==> src/rtl/vbus_pkg.sv <==
package vbus_pkg;

    // Per-tick phase information shared by the arbiter's sub-blocks.
    typedef struct packed {
        logic phi2;      // CPU phase clock
        logic phi2_dly;  // phase clock delayed by the tap register
        logic pop_tick;  // last tick of a high half, fetching armed
        logic vid_slot;  // video owns the bus this tick
        logic cap_tick;  // last tick of video ownership
    } phase_t;

    function automatic int cnt_width(input int half);
        return (half < 2) ? 1 : $clog2(half);
    endfunction

endpackage

==> src/rtl/vbus_phase_gen.sv <==
module vbus_phase_gen
    import vbus_pkg::*;
#(
    parameter int HALF = 4,
    parameter int DLY  = 2
) (
    input  logic   clk,
    input  logic   rst,
    output phase_t ph
);
    localparam int            CW   = cnt_width(HALF);
    localparam logic [CW-1:0] LAST = CW'(HALF - 1);
    localparam logic [CW-1:0] CAP  = CW'(HALF - 2);

    logic [CW-1:0]  cnt_q;
    logic           phi2_q;
    logic           armed_q;
    logic [DLY-1:0] tap_q;

    always_ff @(posedge clk) begin
        if (rst) begin
            cnt_q   <= '0;
            phi2_q  <= 1'b1;
            armed_q <= 1'b0;
        end else if (cnt_q == LAST) begin
            cnt_q  <= '0;
            phi2_q <= ~phi2_q;
            if (!phi2_q) armed_q <= 1'b1;  // first full period complete
        end else begin
            cnt_q <= cnt_q + 1'b1;
        end
    end

    generate
        if (DLY == 1) begin : g_tap_single
            always_ff @(posedge clk) begin
                if (rst) tap_q <= '1;
                else     tap_q <= phi2_q;
            end
        end else begin : g_tap_chain
            always_ff @(posedge clk) begin
                if (rst) tap_q <= '1;
                else     tap_q <= {tap_q[DLY-2:0], phi2_q};
            end
        end
    endgenerate

    always_comb begin
        ph.phi2     = phi2_q;
        ph.phi2_dly = tap_q[DLY-1];
        ph.pop_tick = armed_q & phi2_q & (cnt_q == LAST);
        ph.vid_slot = armed_q & ~phi2_q & (cnt_q <= CAP);
        ph.cap_tick = armed_q & ~phi2_q & (cnt_q == CAP);
    end

    // bus ownership is handed back one tick before phi2 rises
    p_slot_ends_before_rise_r3: assert property (@(posedge clk) disable iff (rst)
        $rose(phi2_q) |-> $past(!ph.vid_slot));

    // the delayed copy never runs ahead of phi2
    p_tap_lags_phi2_r5: assert property (@(posedge clk) disable iff (rst)
        (phi2_q && ph.phi2_dly) |-> $past(phi2_q));

    // once fetching is armed it stays armed until reset
    p_armed_sticky_r1: assert property (@(posedge clk) disable iff (rst)
        armed_q |=> armed_q);

endmodule

==> src/rtl/vbus_fetch.sv <==
module vbus_fetch
    import vbus_pkg::*;
#(
    parameter int ADDR_W = 16,
    parameter int DATA_W = 8
) (
    input  logic              clk,
    input  logic              rst,
    input  phase_t            ph,
    input  logic              req_valid,
    input  logic [ADDR_W-1:0] req_addr,
    input  logic [DATA_W-1:0] mem_rdata,
    input  logic              mem_ready,
    output logic              req_pop,
    output logic [ADDR_W-1:0] vid_addr,
    output logic              vid_addr_oe,
    output logic              vid_mem_en,
    output logic [DATA_W-1:0] vid_data,
    output logic              vid_valid,
    output logic              fetch_miss
);
    logic              active_q;
    logic [ADDR_W-1:0] addr_q;
    logic [DATA_W-1:0] data_q;
    logic              valid_q;
    logic              miss_q;

    assign req_pop = ph.pop_tick & req_valid;

    always_ff @(posedge clk) begin
        if (rst) begin
            active_q <= 1'b0;
            addr_q   <= '0;
            data_q   <= '0;
            valid_q  <= 1'b0;
            miss_q   <= 1'b0;
        end else begin
            valid_q <= 1'b0;
            miss_q  <= 1'b0;
            if (req_pop) begin
                active_q <= 1'b1;
                addr_q   <= req_addr;
            end else if (ph.cap_tick && active_q) begin
                active_q <= 1'b0;
                if (mem_ready) begin
                    data_q  <= mem_rdata;
                    valid_q <= 1'b1;
                end else begin
                    miss_q <= 1'b1;
                end
            end
        end
    end

    assign vid_addr    = addr_q;
    assign vid_addr_oe = ph.vid_slot & active_q;
    assign vid_mem_en  = vid_addr_oe & ~ph.phi2_dly;
    assign vid_data    = data_q;
    assign vid_valid   = valid_q;
    assign fetch_miss  = miss_q;

    // a new request is only taken when the previous fetch has ended
    p_pop_when_idle_r7: assert property (@(posedge clk) disable iff (rst)
        req_pop |-> !active_q);

    // the video strobe waits at least one tick after phi2 falls
    p_strobe_settled_r6: assert property (@(posedge clk) disable iff (rst)
        vid_mem_en |-> (!ph.phi2 && $past(!ph.phi2)));

    // a fetch ends with either data or a miss, never both
    p_result_onehot_r8: assert property (@(posedge clk) disable iff (rst)
        $onehot0({valid_q, miss_q}));

    // results appear the tick after video gives up the bus
    p_result_after_slot_r9: assert property (@(posedge clk) disable iff (rst)
        (valid_q || miss_q) |-> (!ph.vid_slot && $past(ph.vid_slot)));

endmodule

==> src/rtl/vbus_arbiter.sv <==
module vbus_arbiter
    import vbus_pkg::*;
#(
    parameter int CLK_RATIO = 8,
    parameter int PHI2_DLY  = 2,
    parameter int ADDR_W    = 16,
    parameter int DATA_W    = 8
) (
    input  logic              clk,
    input  logic              rst,
    input  logic              req_valid,
    input  logic [ADDR_W-1:0] req_addr,
    output logic              req_pop,
    input  logic [DATA_W-1:0] mem_rdata,
    input  logic              mem_ready,
    output logic              phi2,
    output logic              cpu_be,
    output logic              rw_oe,
    output logic              cpu_mem_en,
    output logic [ADDR_W-1:0] vid_addr,
    output logic              vid_addr_oe,
    output logic              vid_mem_en,
    output logic [DATA_W-1:0] vid_data,
    output logic              vid_valid,
    output logic              fetch_miss
);
    localparam int HALF = CLK_RATIO / 2;

    phase_t ph;

    vbus_phase_gen #(.HALF(HALF), .DLY(PHI2_DLY)) u_phase (
        .clk (clk),
        .rst (rst),
        .ph  (ph)
    );

    vbus_fetch #(.ADDR_W(ADDR_W), .DATA_W(DATA_W)) u_fetch (
        .clk         (clk),
        .rst         (rst),
        .ph          (ph),
        .req_valid   (req_valid),
        .req_addr    (req_addr),
        .mem_rdata   (mem_rdata),
        .mem_ready   (mem_ready),
        .req_pop     (req_pop),
        .vid_addr    (vid_addr),
        .vid_addr_oe (vid_addr_oe),
        .vid_mem_en  (vid_mem_en),
        .vid_data    (vid_data),
        .vid_valid   (vid_valid),
        .fetch_miss  (fetch_miss)
    );

    assign phi2       = ph.phi2;
    assign cpu_be     = ~ph.vid_slot;
    assign rw_oe      = ph.vid_slot;
    assign cpu_mem_en = ph.phi2 & ph.phi2_dly;

    // the CPU is never taken off the bus while phi2 is high
    p_be_in_high_r3: assert property (@(posedge clk) disable iff (rst)
        phi2 |-> cpu_be);

    // video drives the address only with the CPU off and read forced
    p_vid_drive_read_r4: assert property (@(posedge clk) disable iff (rst)
        vid_addr_oe |-> (!cpu_be && rw_oe));

    // the two strobe gates never overlap
    p_strobe_excl_r5: assert property (@(posedge clk) disable iff (rst)
        !(cpu_mem_en && vid_mem_en));

    // CPU strobes only with the CPU on the bus and phi2 already settled high
    p_cpu_strobe_owned_r5: assert property (@(posedge clk) disable iff (rst)
        cpu_mem_en |-> (cpu_be && $past(phi2)));

endmodule

==> config.mk <==
export PLATFORM = sky130hd
export DESIGN_NAME = vbus_arbiter
export DESIGN_NICKNAME = d
export VERILOG_FILES = /design/src/rtl/vbus_pkg.sv /design/src/rtl/vbus_phase_gen.sv /design/src/rtl/vbus_fetch.sv /design/src/rtl/vbus_arbiter.sv
export SDC_FILE = /design/constraint.sdc
export NUM_CORES = 1
export LEC_CHECK = 0
export BUFFER_PORTS_ARGS = -buffer_cell sky130_fd_sc_hd__buf_2
export CORE_MARGIN = 1.5
export CORE_UTILIZATION = 45
export CTS_CLUSTER_DIAMETER = 200
export DETAILED_ROUTE_END_ITERATION = 6
export PLACE_DENSITY = 0.77
export SYNTH_ARGS = -nofsm -noshare
export SYNTH_HDL_FRONTEND = slang
export SYNTH_SLANG_ARGS = --single-unit
==> constraint.sdc <==
create_clock -name clk -period 1.7 [get_ports clk]
set_input_delay 0.085 -clock clk [delete_from_list [all_inputs] [get_ports clk]]
set_output_delay 0.085 -clock clk [all_outputs]
set_load 0.1 [all_outputs]
=== Word-level counts from Yosys, hierarchy flattened ===
Index checks and enable logic that the tools add are counted.

* Flip-flop bits (word level): 33
* Output and inout bits: 33

* Reductions and logical operators: 6
* Mux-type cells: 4
* Magnitude comparators: 1
* Bitwise logic cells: 14
* Eq/ne operators: 2
* Add/subtract/negate cells: 1

{| class="wikitable"
|+ Operator list
! operator !! number
|-
| $and A1 B1 Y1 || 9
|-
| $not A1 Y1 || 5
|-
| $eq A2 B2 Y1 const B || 2
|-
| $mux W1 || 4
|-
| $reduce_and A3 Y1 || 1
|-
| $reduce_or A3 Y1 || 1
|-
| $add A2 B1 Y2 const B || 1
|-
| $le A2 B2 Y1 const B || 1
|-
| $reduce_and A2 Y1 || 1
|-
| $reduce_bool A2 Y1 || 1
|-
| $reduce_or A2 Y1 || 1
|-
| $logic_and A1 B1 Y1 || 1
|}

=== Longest topological paths before layout ===
* Depth in word-level cells: 6
* Depth in mapped cells: 6
* Gate-level depth less buffers: 5

=== By module ===
From an unflattened synthesis, not the netlist that was laid out.

* Cells, all modules: 142
* Area total of the unflattened synthesis: 1320.0 µm²

{| class="wikitable"
|+ By module, submodules not included
! module !! instances !! cells an instance !! area each (µm²)
|-
| vbus_fetch || 1 || 116 || 1047.3
|-
| vbus_phase_gen || 1 || 24 || 262.8
|-
| vbus_arbiter || 1 || 2 || 10.0
|}

=== Least setup slack after synthesis ===
OpenSTA, ideal clock, no wires.

* Path type: register -> output
* Start: reg u_phase.phi2_q
* End: out vid_mem_en
* Arrival time: 4.610 ns
* Path slack: -2.995 ns
* Cell stages (with the launch flop): 5
* Buffers on the path: 1
* Path through: dfxtp_1 buf_2 nor3b_2 and2_1 nor2b_1

* Cells in the longest elaborated chain, start to end: 5

{| class="wikitable"
|+ RTL lines
! what !! line !! source
|-
| start, declared || vbus_phase_gen.sv:16 || <nowiki>logic phi2_q;</nowiki>
|-
| start signal, assigned || vbus_phase_gen.sv:27 || <nowiki>phi2_q <= ~phi2_q;</nowiki>
|-
| $not A1 Y1 (no source line) || - ||
|-
| $and A1 B1 Y1 (2 in a row) || vbus_phase_gen.sv:52 || <nowiki>ph.vid_slot = armed_q & ~phi2_q & (cnt_q <= CAP);</nowiki>
|-
| via rw_oe || vbus_arbiter.sv:18 || <nowiki>output logic rw_oe,</nowiki>
|-
| $and A1 B1 Y1 || vbus_fetch.sv:56 || <nowiki>assign vid_addr_oe = ph.vid_slot & active_q;</nowiki>
|-
| via vid_addr_oe || vbus_arbiter.sv:21 || <nowiki>output logic vid_addr_oe,</nowiki>
|-
| $and A1 B1 Y1 || vbus_fetch.sv:57 || <nowiki>assign vid_mem_en = vid_addr_oe & ~ph.phi2_dly;</nowiki>
|-
| end, declared || vbus_arbiter.sv:22 || <nowiki>output logic vid_mem_en,</nowiki>
|}

The timed path passes the listed nets, and every way through them passes these cells.

=== Worst setup path in the final report ===
* Start: reg u_phase.cnt_q[0]
* End: out vid_mem_en

* Cells in the longest elaborated chain, start to end: 4

{| class="wikitable"
|+ RTL lines
! what !! line !! source
|-
| start, declared || vbus_phase_gen.sv:15 || <nowiki>logic [CW-1:0] cnt_q;</nowiki>
|-
| start signal, assigned || vbus_phase_gen.sv:30 || <nowiki>cnt_q <= cnt_q + 1'b1;</nowiki>
|-
| $le A2 B2 Y1 || vbus_phase_gen.sv:52 ||
|-
| $and A1 B1 Y1 || vbus_phase_gen.sv:52 ||
|-
| $and A1 B1 Y1 || vbus_fetch.sv:56 ||
|-
| $and A1 B1 Y1 || vbus_fetch.sv:57 ||
|}

Every way passes these cells.

==> impl_metrics.env <==
export IMPL_status="complete, no violations"
export IMPL_diodes=0
export IMPL_drc=0
export IMPL_r2r_slack_ns=0.33
export IMPL_ys_seq_area_share_pct=49.8
export IMPL_slew_headroom_pct=54.7
export IMPL_dieArea_sq_um=3280
export IMPL_final_area_sq_um=1970
export IMPL_synth_mux_area_share_pct=6.04
export IMPL_rsz0062_at_grt="true"
export IMPL_r2r_start="u_phase.cnt_q[0]"
export IMPL_synth_flop_cell="dfxtp_1"
export IMPL_yosys_area_top_type="dfxtp_1"
export IMPL_yosysUniqueCellTypes=23
export IMPL_arrival_ns=1.57
export IMPL_min_from="mem_rdata[7]"
export IMPL_criticalPathCategory="register to output pin"
export IMPL_path_clk_slew_ns=0.10
export IMPL_grt_max_degree=42
export IMPL_drive_above_1_share_pct=41.8
export IMPL_worst_setup_path_start_kind="register"
export IMPL_yosys_area_share_adder_pct=2.83
export IMPL_worst_pin_slew_ns=0.679
export IMPL_final_cells=251
export IMPL_tritoncts_num_buffers=5
export IMPL_dp_hpwl_um=1830
export IMPL_vias=1194
export IMPL_cp_startpoint="u_phase.cnt_q[0]"
export IMPL_synth_seq_cells=33
export IMPL_setup_ws_ns=0.0483
export IMPL_maxSlewViolCount=0
export IMPL_worst_hold_path_type="primary input to register"
export IMPL_initial_utilization_pct=47.7
export IMPL_peakVddDrop_uv=850
export IMPL_synth_edff_count=0
export IMPL_cts_tree="yes"
export IMPL_dieHeight_um=57.3
export IMPL_synth_area_sq_um=1330
export IMPL_wl_per_cell_um=11.4
export IMPL_syn_to_final_growth_pct=48.6
export IMPL_power_density_nw_per_um2=730
export IMPL_clkSinkCount=33
export IMPL_die_w_um=57.3
export IMPL_io_buffer_count=60
export IMPL_final_nets=250
export IMPL_synth_compound_area_share_pct=9.06
export IMPL_placed_area_sq_um=1700
export IMPL_finalSetupViolations=0
export IMPL_gr_total_overflow=0
export IMPL_pin_count=61
export IMPL_synth_nets=171
export IMPL_skew_ns=0.00608
export IMPL_synthTopCellsByArea="dfxtp_1, nand2_1, nand2b_1, mux2i_1, a21oi_2"
export IMPL_grt_pass1_vias=1178
export IMPL_root_buffer="clkbuf_4"
export IMPL_synthCells=140
export IMPL_htreeDepth=2
export IMPL_synth_async_reset_ratio_pct=0
export IMPL_drv_cap=0
export IMPL_syn_mean_instance_area_sq_um=9.47
export IMPL_crit_end="vid_mem_en"
export IMPL_fin_crit_sh_pct=97.2
export IMPL_whs_ns=0.00993
export IMPL_setup_tns_ns=0
export IMPL_row_count=19
export IMPL_place_gp_congestion=0.672
export IMPL_synthSimpleGateAreaFrac_pct=27.3
export IMPL_yosysTopAreaCellShare_pct=49.8
export IMPL_core_sq_um=2780
export IMPL_ant_nets=0
export IMPL_yosys_warnings=0
export IMPL_synth_top_family_by_area="simple AND/OR/NAND/NOR gates"
export IMPL_grt_pass1_wl_um=4930
export IMPL_fillers=207
export IMPL_r2r_end="u_fetch.vid_data[3]"
export IMPL_cp_required_ns=1.62
export IMPL_grtUsageTotal_pct=19.8
export IMPL_finalWirelength_um=2860
export IMPL_hold_viol=0
export IMPL_drt_iter0_markers=19
export IMPL_post_synth_top_count_cell="dfxtp_1"
export IMPL_power_mw=1.44
export IMPL_synth_xor_xnor_area_share_pct=0.660
export IMPL_max_freq_mhz=605
export IMPL_antenna_found_initial=0
export IMPL_power_leakage_nw=0.860
export IMPL_fin_crit_ns=1.65
export IMPL_routed_via_density=4.76
export IMPL_synthTopCellsByCount="dfxtp_1, nand2_1, nand2b_1"
export IMPL_cts_buffer_depth=2
export IMPL_end_kind="output pin"
export IMPL_crit_fanout=4
export IMPL_placed_cells=225
export IMPL_reg2reg_depth=5
export IMPL_dr_pass1_iters=2
export IMPL_utilization_pct=70.9
export IMPL_place_ws_ns=0.294
export IMPL_clk_latency_ns=0.33
[registers in the layout, summed over array words and instances, names as in the netlist]
register / cells
u_fetch.vid_addr: 16
u_fetch.vid_data: 8
u_phase.cnt_q: 2
u_phase.tap_q: 2
u_fetch.active_q: 1
u_fetch.fetch_miss: 1
u_fetch.vid_valid: 1
u_phase.armed_q: 1
u_phase.phi2_q: 1
[layer usage]
metal / up-vias / part of all wire, % / global-route usage, %
met4: 0 / 2.5 / 9.97
met5: - / 0 / 0
met2: 41 / 51 / 36.3
met3: 6 / 5.1 / 5.22
li1: 608 / - / -
met1: 539 / 41 / 20.7
[where the power goes]
part,switching (mW),internal [mW]
combinational,0.0771,0.0745
sequential,0.0158,0.783
clock,0.249,0.239
total,0.342,1.10
[placed cells by master, fill, tap and decap left out, drive strengths merged]
cell	Yosys	final
a21oi	18	18
and2	2	2
buf	4	62
clkbuf	3	7
clkinv	1	2
dfxtp	33	33
dlygate4sd3	0	17
ha	3	3
inv	4	4
mux2i	8	8
nand2	32	32
nand2b	17	17
nand3b	1	1
nand4	1	1
nand4b	1	1
nor2	3	3
nor2b	1	1
nor3	4	4
nor3b	1	1
or2	2	2
xnor2	1	1
[layout make-up]
cell class	instances	area (sq um)	share of cell area, %
sequential	33	671	34.0
multi-input combinational	95	637	32.3
timing repair buffer	79	531	26.9
clock buffer	7	65.1	3.30
tap	31	38.8	1.97
inverter	5	23.8	1.21
clock inverter	1	5.00	0.254
[how the worst min path moves through the flow]
stage	to	slack, ns	cells after the start
after floorplan	u_fetch.fetch_miss	0.16	1
after global placement	u_fetch.fetch_miss	0.27	2
after detailed placement	u_fetch.fetch_miss	0.27	2
after CTS	u_fetch.vid_data[7]	0.0001	3
after global routing	u_fetch.vid_data[4]	0.003	3
final	u_fetch.vid_data[7]	0.01	3
[what timing repair did]
| action | CTS | global route |
|---|---|---|
| hold endpoints to repair | 17 | 0 |
| hold buffers | 17 | 0 |
| endpoints found under the setup margin | 3 | 1 |
| resized for setup | 3 | 4 |
| pin swaps | 2 | 3 |
| buffers inserted | 1 | 0 |
[worst max-delay path, cell delays in order (launching register included)]
cell and delay [ns]:
dfxtp_4 0.37, ha_4 0.16, nor3b_4 0.20, and2_4 0.17, nor2b_4 0.15, buf_12 0.18
[cells by family (layout without fill, tap and decap cells)]
kind of cell             Yosys count  count (layout)
multiplexers                       8               8
AND/OR/NAND/NOR                   65              65
flip-flops                        33              33
buffers and inverters             12              92
XOR/XNOR                           1               1
AO/OA/AOI/OAI                     18              18
adder cells (fa/ha/maj)            3               3
Power figures use the tool's default switching activity.
